## config.mk

```make
export PLATFORM = sky130hd
export DESIGN_NAME = rtc_seconds_core
export DESIGN_NICKNAME = d
export VERILOG_FILES = /design/src/rtl/rtc_pkg.sv /design/src/rtl/rtc_time_counter.sv /design/src/rtl/rtc_alarm_match.sv /design/src/rtl/rtc_status_irq.sv /design/src/rtl/rtc_seconds_core.sv
export SDC_FILE = /design/constraint.sdc
export NUM_CORES = 1
export LEC_CHECK = 0
export BUFFER_PORTS_ARGS = -buffer_cell sky130_fd_sc_hd__buf_4
export CAP_MARGIN = 20
export CORE_ASPECT_RATIO = 1.1
export CORE_MARGIN = 2
export CORE_UTILIZATION = 58
export DETAILED_ROUTE_END_ITERATION = 6
export GPL_ROUTABILITY_DRIVEN = 1
export PLACE_DENSITY = 0.78
export SLEW_MARGIN = 10
export SYNTH_ARGS = -nofsm -noshare
export SYNTH_HDL_FRONTEND = slang
export SYNTH_HIERARCHICAL = 1
export SYNTH_SLANG_ARGS = --single-unit
```

## constraint.sdc

```tcl
create_clock -name clk -period 6.35 [get_ports clk]
set_input_delay 1.27 -clock clk [delete_from_list [all_inputs] [get_ports clk]]
set_output_delay 1.27 -clock clk [all_outputs]
set_load 0.01 [all_outputs]
```

## src/rtl/rtc_pkg.sv

```systemverilog
// Package: shared constants of the seconds-counter RTC.
// Assumes byte addressing of 32-bit words; offsets are fixed by the register map.
package rtc_pkg;
    localparam int DATA_W = 32;

    localparam logic [7:0] OFS_SEC      = 8'h00;
    localparam logic [7:0] OFS_FRAC     = 8'h04;
    localparam logic [7:0] OFS_ALM_SEC  = 8'h08;
    localparam logic [7:0] OFS_ALM_FRAC = 8'h0C;
    localparam logic [7:0] OFS_CTRL     = 8'h10;
    localparam logic [7:0] OFS_STAT     = 8'h14;
    localparam logic [7:0] OFS_IEN      = 8'h18;

    localparam int CTRL_RUN_BIT   = 3;
    localparam int ST_ALARM_BIT   = 4;
    localparam int ST_INVALID_BIT = 1;
    localparam int ST_VIOL_BIT    = 0;
endpackage

```

## src/rtl/rtc_time_counter.sv

```systemverilog
// Module: the {seconds, fraction} time counter.
// Counts one step per tick while run_en is set and a seconds write has happened
// since reset. A seconds write while running is parked and applied on the next
// counting tick; a fraction write loads at once. Writes win over a same-cycle tick.
module rtc_time_counter #(
    parameter int SEC_W  = 32,
    parameter int FRAC_W = 15,
    localparam int CNT_W = SEC_W + FRAC_W
) (
    input  logic              clk,
    input  logic              rst_n,
    input  logic              tick,
    input  logic              run_en,
    input  logic              sec_we,
    input  logic              frac_we,
    input  logic [SEC_W-1:0]  sec_val,
    input  logic [FRAC_W-1:0] frac_val,
    output logic [SEC_W-1:0]  sec_q,
    output logic [FRAC_W-1:0] frac_q,
    output logic              started_q,
    output logic              adv,
    output logic [CNT_W-1:0]  cnt_nxt
);
    logic [SEC_W-1:0] pend_q;
    logic             pend_v;
    logic             running;

    assign running = run_en & started_q;
    assign adv     = tick & running;

    // Value the counter takes on the next counting tick.
    always_comb begin
        if (pend_v) cnt_nxt = {pend_q, frac_q + FRAC_W'(1)};
        else        cnt_nxt = {sec_q, frac_q} + CNT_W'(1);
    end

    // Counter state, parked seconds value and start latch.
    always_ff @(posedge clk) begin
        if (!rst_n) begin
            sec_q     <= '0;
            frac_q    <= '0;
            pend_q    <= '0;
            pend_v    <= 1'b0;
            started_q <= 1'b0;
        end else begin
            if (adv) begin
                sec_q  <= cnt_nxt[CNT_W-1:FRAC_W];
                frac_q <= cnt_nxt[FRAC_W-1:0];
                pend_v <= 1'b0;
            end
            if (sec_we) begin
                started_q <= 1'b1;
                if (running) begin
                    pend_q <= sec_val;
                    pend_v <= 1'b1;
                end else begin
                    sec_q  <= sec_val;
                    pend_v <= 1'b0;
                end
            end
            if (frac_we) frac_q <= frac_val;
        end
    end
endmodule

```

## src/rtl/rtc_alarm_match.sv

```systemverilog
// Module: alarm compare value and match detector.
// Assumes the counter publishes the value it steps to; a hit is flagged on the
// same edge the counter lands on the alarm. All-ones alarm seconds disarm it.
module rtc_alarm_match #(
    parameter int SEC_W  = 32,
    parameter int FRAC_W = 15,
    localparam int CNT_W = SEC_W + FRAC_W
) (
    input  logic              clk,
    input  logic              rst_n,
    input  logic              sec_we,
    input  logic              frac_we,
    input  logic [SEC_W-1:0]  sec_val,
    input  logic [FRAC_W-1:0] frac_val,
    input  logic              adv,
    input  logic [CNT_W-1:0]  cnt_nxt,
    output logic [SEC_W-1:0]  alm_sec_q,
    output logic [FRAC_W-1:0] alm_frac_q,
    output logic              hit
);
    logic armed;

    assign armed = ~(&alm_sec_q);
    assign hit   = adv & armed & (cnt_nxt == {alm_sec_q, alm_frac_q});

    // Alarm compare registers, reset to the disarmed value.
    always_ff @(posedge clk) begin
        if (!rst_n) begin
            alm_sec_q  <= '1;
            alm_frac_q <= '0;
        end else begin
            if (sec_we)  alm_sec_q  <= sec_val;
            if (frac_we) alm_frac_q <= frac_val;
        end
    end
endmodule

```

## src/rtl/rtc_status_irq.sv

```systemverilog
// Module: status flags (alarm, invalid, violation) and the interrupt OR.
// Flags clear when written with one; a set event in the same cycle wins.
// Bit order of the 3-bit vectors: [2]=alarm, [1]=invalid, [0]=violation.
module rtc_status_irq (
    input  logic       clk,
    input  logic       rst_n,
    input  logic       hit,
    input  logic       viol_evt,
    input  logic       clr_we,
    input  logic [2:0] clr_bits,
    input  logic [2:0] ien,
    output logic [2:0] flags_q,
    output logic       irq
);
    logic [2:0] clr;

    assign clr = clr_we ? clr_bits : 3'b000;
    assign irq = |(flags_q & ien);

    // Sticky flags; the invalid flag is raised by reset.
    always_ff @(posedge clk) begin
        if (!rst_n) begin
            flags_q <= 3'b010;
        end else begin
            flags_q[2] <= (flags_q[2] & ~clr[2]) | hit;
            flags_q[1] <=  flags_q[1] & ~clr[1];
            flags_q[0] <= (flags_q[0] & ~clr[0]) | viol_evt;
        end
    end
endmodule

```

## src/rtl/rtc_seconds_core.sv

```systemverilog
// Module: top of the seconds-counter RTC with alarm.
// Decodes single-cycle word writes, locks time and alarm writes while the
// invalid flag is up, and returns the addressed word combinationally.
// Assumes tick is a one-cycle strobe synchronous to clk.
module rtc_seconds_core #(
    parameter int SEC_W  = 32,
    parameter int FRAC_W = 15,
    parameter int ADDR_W = 5
) (
    input  logic                      clk,
    input  logic                      rst_n,
    input  logic                      tick,
    input  logic                      viol_evt,
    input  logic                      wr_en,
    input  logic [ADDR_W-1:0]         addr,
    input  logic [rtc_pkg::DATA_W-1:0] wdata,
    output logic [rtc_pkg::DATA_W-1:0] rdata,
    output logic                      irq
);
    import rtc_pkg::*;
    localparam int CNT_W = SEC_W + FRAC_W;

    logic [SEC_W-1:0]  sec_q, alm_sec_q;
    logic [FRAC_W-1:0] frac_q, alm_frac_q;
    logic [CNT_W-1:0]  cnt_nxt;
    logic              started_q, adv, hit;
    logic              run_q;
    logic [2:0]        ien_q, flags_q;
    logic              caf, nvf, svf;
    logic              unlocked;
    logic              we_sec, we_frac, we_asec, we_afrac, we_ctrl, we_stat, we_ien;

    assign caf = flags_q[2];
    assign nvf = flags_q[1];
    assign svf = flags_q[0];
    assign unlocked = ~nvf;

    assign we_sec   = wr_en & unlocked & (addr == ADDR_W'(OFS_SEC));
    assign we_frac  = wr_en & unlocked & (addr == ADDR_W'(OFS_FRAC));
    assign we_asec  = wr_en & unlocked & (addr == ADDR_W'(OFS_ALM_SEC));
    assign we_afrac = wr_en & unlocked & (addr == ADDR_W'(OFS_ALM_FRAC));
    assign we_ctrl  = wr_en & (addr == ADDR_W'(OFS_CTRL));
    assign we_stat  = wr_en & (addr == ADDR_W'(OFS_STAT));
    assign we_ien   = wr_en & (addr == ADDR_W'(OFS_IEN));

    rtc_time_counter #(.SEC_W(SEC_W), .FRAC_W(FRAC_W)) u_cnt (
        .clk(clk), .rst_n(rst_n), .tick(tick), .run_en(run_q),
        .sec_we(we_sec), .frac_we(we_frac),
        .sec_val(wdata[SEC_W-1:0]), .frac_val(wdata[FRAC_W-1:0]),
        .sec_q(sec_q), .frac_q(frac_q), .started_q(started_q),
        .adv(adv), .cnt_nxt(cnt_nxt)
    );

    rtc_alarm_match #(.SEC_W(SEC_W), .FRAC_W(FRAC_W)) u_alm (
        .clk(clk), .rst_n(rst_n),
        .sec_we(we_asec), .frac_we(we_afrac),
        .sec_val(wdata[SEC_W-1:0]), .frac_val(wdata[FRAC_W-1:0]),
        .adv(adv), .cnt_nxt(cnt_nxt),
        .alm_sec_q(alm_sec_q), .alm_frac_q(alm_frac_q), .hit(hit)
    );

    rtc_status_irq u_st (
        .clk(clk), .rst_n(rst_n), .hit(hit), .viol_evt(viol_evt),
        .clr_we(we_stat),
        .clr_bits({wdata[ST_ALARM_BIT], wdata[ST_INVALID_BIT], wdata[ST_VIOL_BIT]}),
        .ien(ien_q), .flags_q(flags_q), .irq(irq)
    );

    // Run bit and interrupt mask registers.
    always_ff @(posedge clk) begin
        if (!rst_n) begin
            run_q <= 1'b0;
            ien_q <= 3'b000;
        end else begin
            if (we_ctrl) run_q <= wdata[CTRL_RUN_BIT];
            if (we_ien)  ien_q <= {wdata[ST_ALARM_BIT], wdata[ST_INVALID_BIT], wdata[ST_VIOL_BIT]};
        end
    end

    // Read multiplexer for the addressed word.
    always_comb begin
        rdata = '0;
        case (addr)
            ADDR_W'(OFS_SEC):      rdata[SEC_W-1:0]  = sec_q;
            ADDR_W'(OFS_FRAC):     rdata[FRAC_W-1:0] = frac_q;
            ADDR_W'(OFS_ALM_SEC):  rdata[SEC_W-1:0]  = alm_sec_q;
            ADDR_W'(OFS_ALM_FRAC): rdata[FRAC_W-1:0] = alm_frac_q;
            ADDR_W'(OFS_CTRL):     rdata[CTRL_RUN_BIT] = run_q;
            ADDR_W'(OFS_STAT): begin
                rdata[ST_ALARM_BIT]   = caf;
                rdata[ST_INVALID_BIT] = nvf;
                rdata[ST_VIOL_BIT]    = svf;
            end
            ADDR_W'(OFS_IEN): begin
                rdata[ST_ALARM_BIT]   = ien_q[2];
                rdata[ST_INVALID_BIT] = ien_q[1];
                rdata[ST_VIOL_BIT]    = ien_q[0];
            end
            default: rdata = '0;
        endcase
    end
endmodule

```

==> reports/metrics.cfg <==
[outcome]
status = complete, no violations

[global_route]
grt_use_total = 0.333
top_usage_layer = met2
grt_pass1_wl_mm = 40.1
met3_usage = 0.0608
grt_pass1_vias = 7305
met1_usage = 0.441
gr-total-overflow = 0
grtUsageMet2 = 0.539
antenna_found_initial = 0
grt_max_degree = 61

[yosys]
synth_most_common_cell = nand2_1
ys_seq_area_frac = 0.323
synthFlopType = dfxtp_1
synth_area_per_cell_um2 = 8.14
synth_top_area_cell = dfxtp_1
synth_top_family_by_area = simple AND/OR/NAND/NOR gates
yosysUniqueCellTypes = 67
synth_fa_ha_area_frac = 0.00150
synth_edf_count = 0
synth_common_cells = 179 x nand2_1, 135 x dfxtp_1, 60 x xor2_1
netlist.area_leader.share = 0.323
synth-simple-area-share = 0.259
syn-cell-area_mm2 = 0.00836
synthXorXnorAreaFrac = 0.0975
async_flop_share = 0
synth_compound_area_frac = 0.194
synth_warnings = 6
syn_inst = 1027
syn_nets = 1070
synthTopCellsByArea = dfxtp_1 32%, nand2_1 8.0%, mux2i_1 6.7%
synth-seq-cells = 135
synthMuxAreaShare = 0.0751

[clock_network]
htreeDepth = 4
post_cts_resize_count = 0
cts.sinks = 135
cts_tree = done
hold_buffers = 0
root_buffer = clkbuf_16
cts_setup_buffers = 0
clk_pin_slew_ns = 0.06
insertion_delay_ns = 0.43
cts_buffers = 17
clock_path_buffers = 2

[sta]
worst-slew-pin-transition_ns = 1.00
period_share = 0.724
finalSetupTns_ns = 0
hold_viol_final = 0
fmax_mhz = 218
rsz0062_at_grt = false
finalSetupViolations = 0
slew_headroom = 0.330
layout_min_cycle_time_ns = 4.59
skew_ns = 0.00718
maxSlewViolCount = 0

[floorplan]
row_count = 46
die_y_um = 130
die_area_mm2 = 0.0154
start_util = 0.586
io-pin-count = 75
coreArea_mm2 = 0.0143
die_x_um = 118

[layout]
fillers = 1246
drive_gt1_frac = 0.140
antenna_cells = 0
instances_no_fill = 1265
fin_area_mm2 = 0.00957
layout.nets = 1104
syn2layout_area_growth_pct = 14.5

[route]
ant_nets = 0
first_iter_violations = 1051
drtPass1Iterations = 5
wl_mm = 26.0
dr_total_vias = 8120
routedWlPerCell_um = 20.5
detail_route.vias_per_cell = 6.42
drc = 0

[placement]
hpwl_mm = 17.5
io_buffers = 74
globalplace.congestion = 0.970
postPlaceCellArea_mm2 = 0.00897
placedCellCount = 1233

[power]
irDropWorstVdd_uv = 175
leakagePower_nw = 3.33
p_per_area_mw_per_mm2 = 202

[setup_path]
worst-r2r-setup-slack_ns = 2.01
crit_type = input pin to primary output
crit_start = addr[3]
reg2reg_depth = 12
start_kind = input pin
cp_max_fo = 31
critPathCaptureType = primary output
timing.rr.end = u_st/flags_q[2]$_SDFF_PN0_
endpoint = rdata[13]
cp_data_arrival_time_ns = 3.32
cp.required_ns = 5.08
r2r-start = u_cnt/frac_q[3]$_SDFFE_PN0P_

[run]
cap_violations = 0

[hold_path]
hold_depth = 2
hp-class = flip-flop to flip-flop

## power breakdown
group / switching (W) / leakage, nW / internal (W) / total (W)
Sequential: 0.000000761 / 1.09 / 0.000848 / 0.000849
Combinational: 0.0000484 / 1.95 / 0.0000364 / 0.0000848
Clock: 0.000371 / 0.291 / 0.000624 / 0.000995
Total: 0.000420 / 3.33 / 0.00151 / 0.00193
## critical path: stages
cell and delay [ns]:
buf_4 0.30, or3b_1 0.52, nor3_4 0.55, buf_4 0.37, a221o_1 0.19, buf_4 0.12
## layout by cell type (no fill, tap or decap), types with 34 or more instances in the layout
cell type	netlist	layout
a21boi_0	37	37
a22o_1	41	41
buf_4	3	89
dfxtp_1	135	134
mux2i_1	56	56
nand2_1	179	179
nand3_1	34	34
o21ai_0	39	39
xor2_1	60	60
## through the flow
step / hold WS (ns) / util / power, W / setup slack [ns]
4_1_cts: 0.461 / 0.670 / 0.00193 / 1.80
6_report: 0.457 / 0.671 / 0.00193 / 1.76
2_1_floorplan: 0.438 / - / 0.000905 / 2.65
3_5_place_dp: 0.452 / 0.629 / 0.000951 / 1.80
3_3_place_gp: 0.446 / 0.627 / 0.000951 / 1.80
5_1_grt: 0.483 / 0.671 / 0.00197 / 1.68
## worst min path at each step
stage                                             start                       endpoint  slack, ns
after global placement     u_cnt/pend_q[8]$_SDFFE_PN0P_   u_cnt/pend_q[8]$_SDFFE_PN0P_       0.45
after CTS                  u_cnt/pend_q[8]$_SDFFE_PN0P_   u_cnt/pend_q[8]$_SDFFE_PN0P_       0.46
after global routing       u_cnt/pend_q[4]$_SDFFE_PN0P_   u_cnt/pend_q[4]$_SDFFE_PN0P_       0.48
after detailed placement   u_cnt/pend_q[8]$_SDFFE_PN0P_   u_cnt/pend_q[8]$_SDFFE_PN0P_       0.45
after floorplan           u_cnt/pend_q[10]$_SDFFE_PN0P_  u_cnt/pend_q[10]$_SDFFE_PN0P_       0.44
final                      u_cnt/pend_q[7]$_SDFFE_PN0P_   u_cnt/pend_q[7]$_SDFFE_PN0P_       0.46
## flip-flops by register name (all words and copies together) (netlist names)
name              flops
u_alm/alm_sec_q      32
u_st/flags_q          3
u_cnt/pend_v          1
u_cnt/sec_q          32
u_cnt/started_q       1
u_alm/alm_frac_q     15
u_cnt/pend_q         32
run_q                 1
ien_q                 3
u_cnt/frac_q         15
## area by class of cell
cell class | instances | area (µm²) | area share
clock buffers | 23 | 498 | 0.0520
clock inverters | 8 | 95.1 | 0.00993
inverters | 19 | 71.3 | 0.00745
multi-input cells | 798 | 5270 | 0.550
flip-flops and latches | 135 | 2700 | 0.282
well taps | 192 | 240 | 0.0251
repair buffers | 90 | 696 | 0.0727
## cells by family (layout without fill, tap and decap cells)
logic type               Yosys count  in the layout
AO/OA/AOI/OAI                    221            221
XOR/XNOR                          93             93
adder cells (fa/ha/maj)            1              1
buffers and inverters             94            140
flip-flops                       135            135
multiplexers                      62             62
AND/OR/NAND/NOR                  421            421
## layer usage
metal	wire (µm)	vias to the layer above
met3	2530	58
met4	728	0
li1	-	3732
met2	12000	451
met1	10700	3879
met5	0	-
No activity file was read; power rests on OpenSTA's default activity.
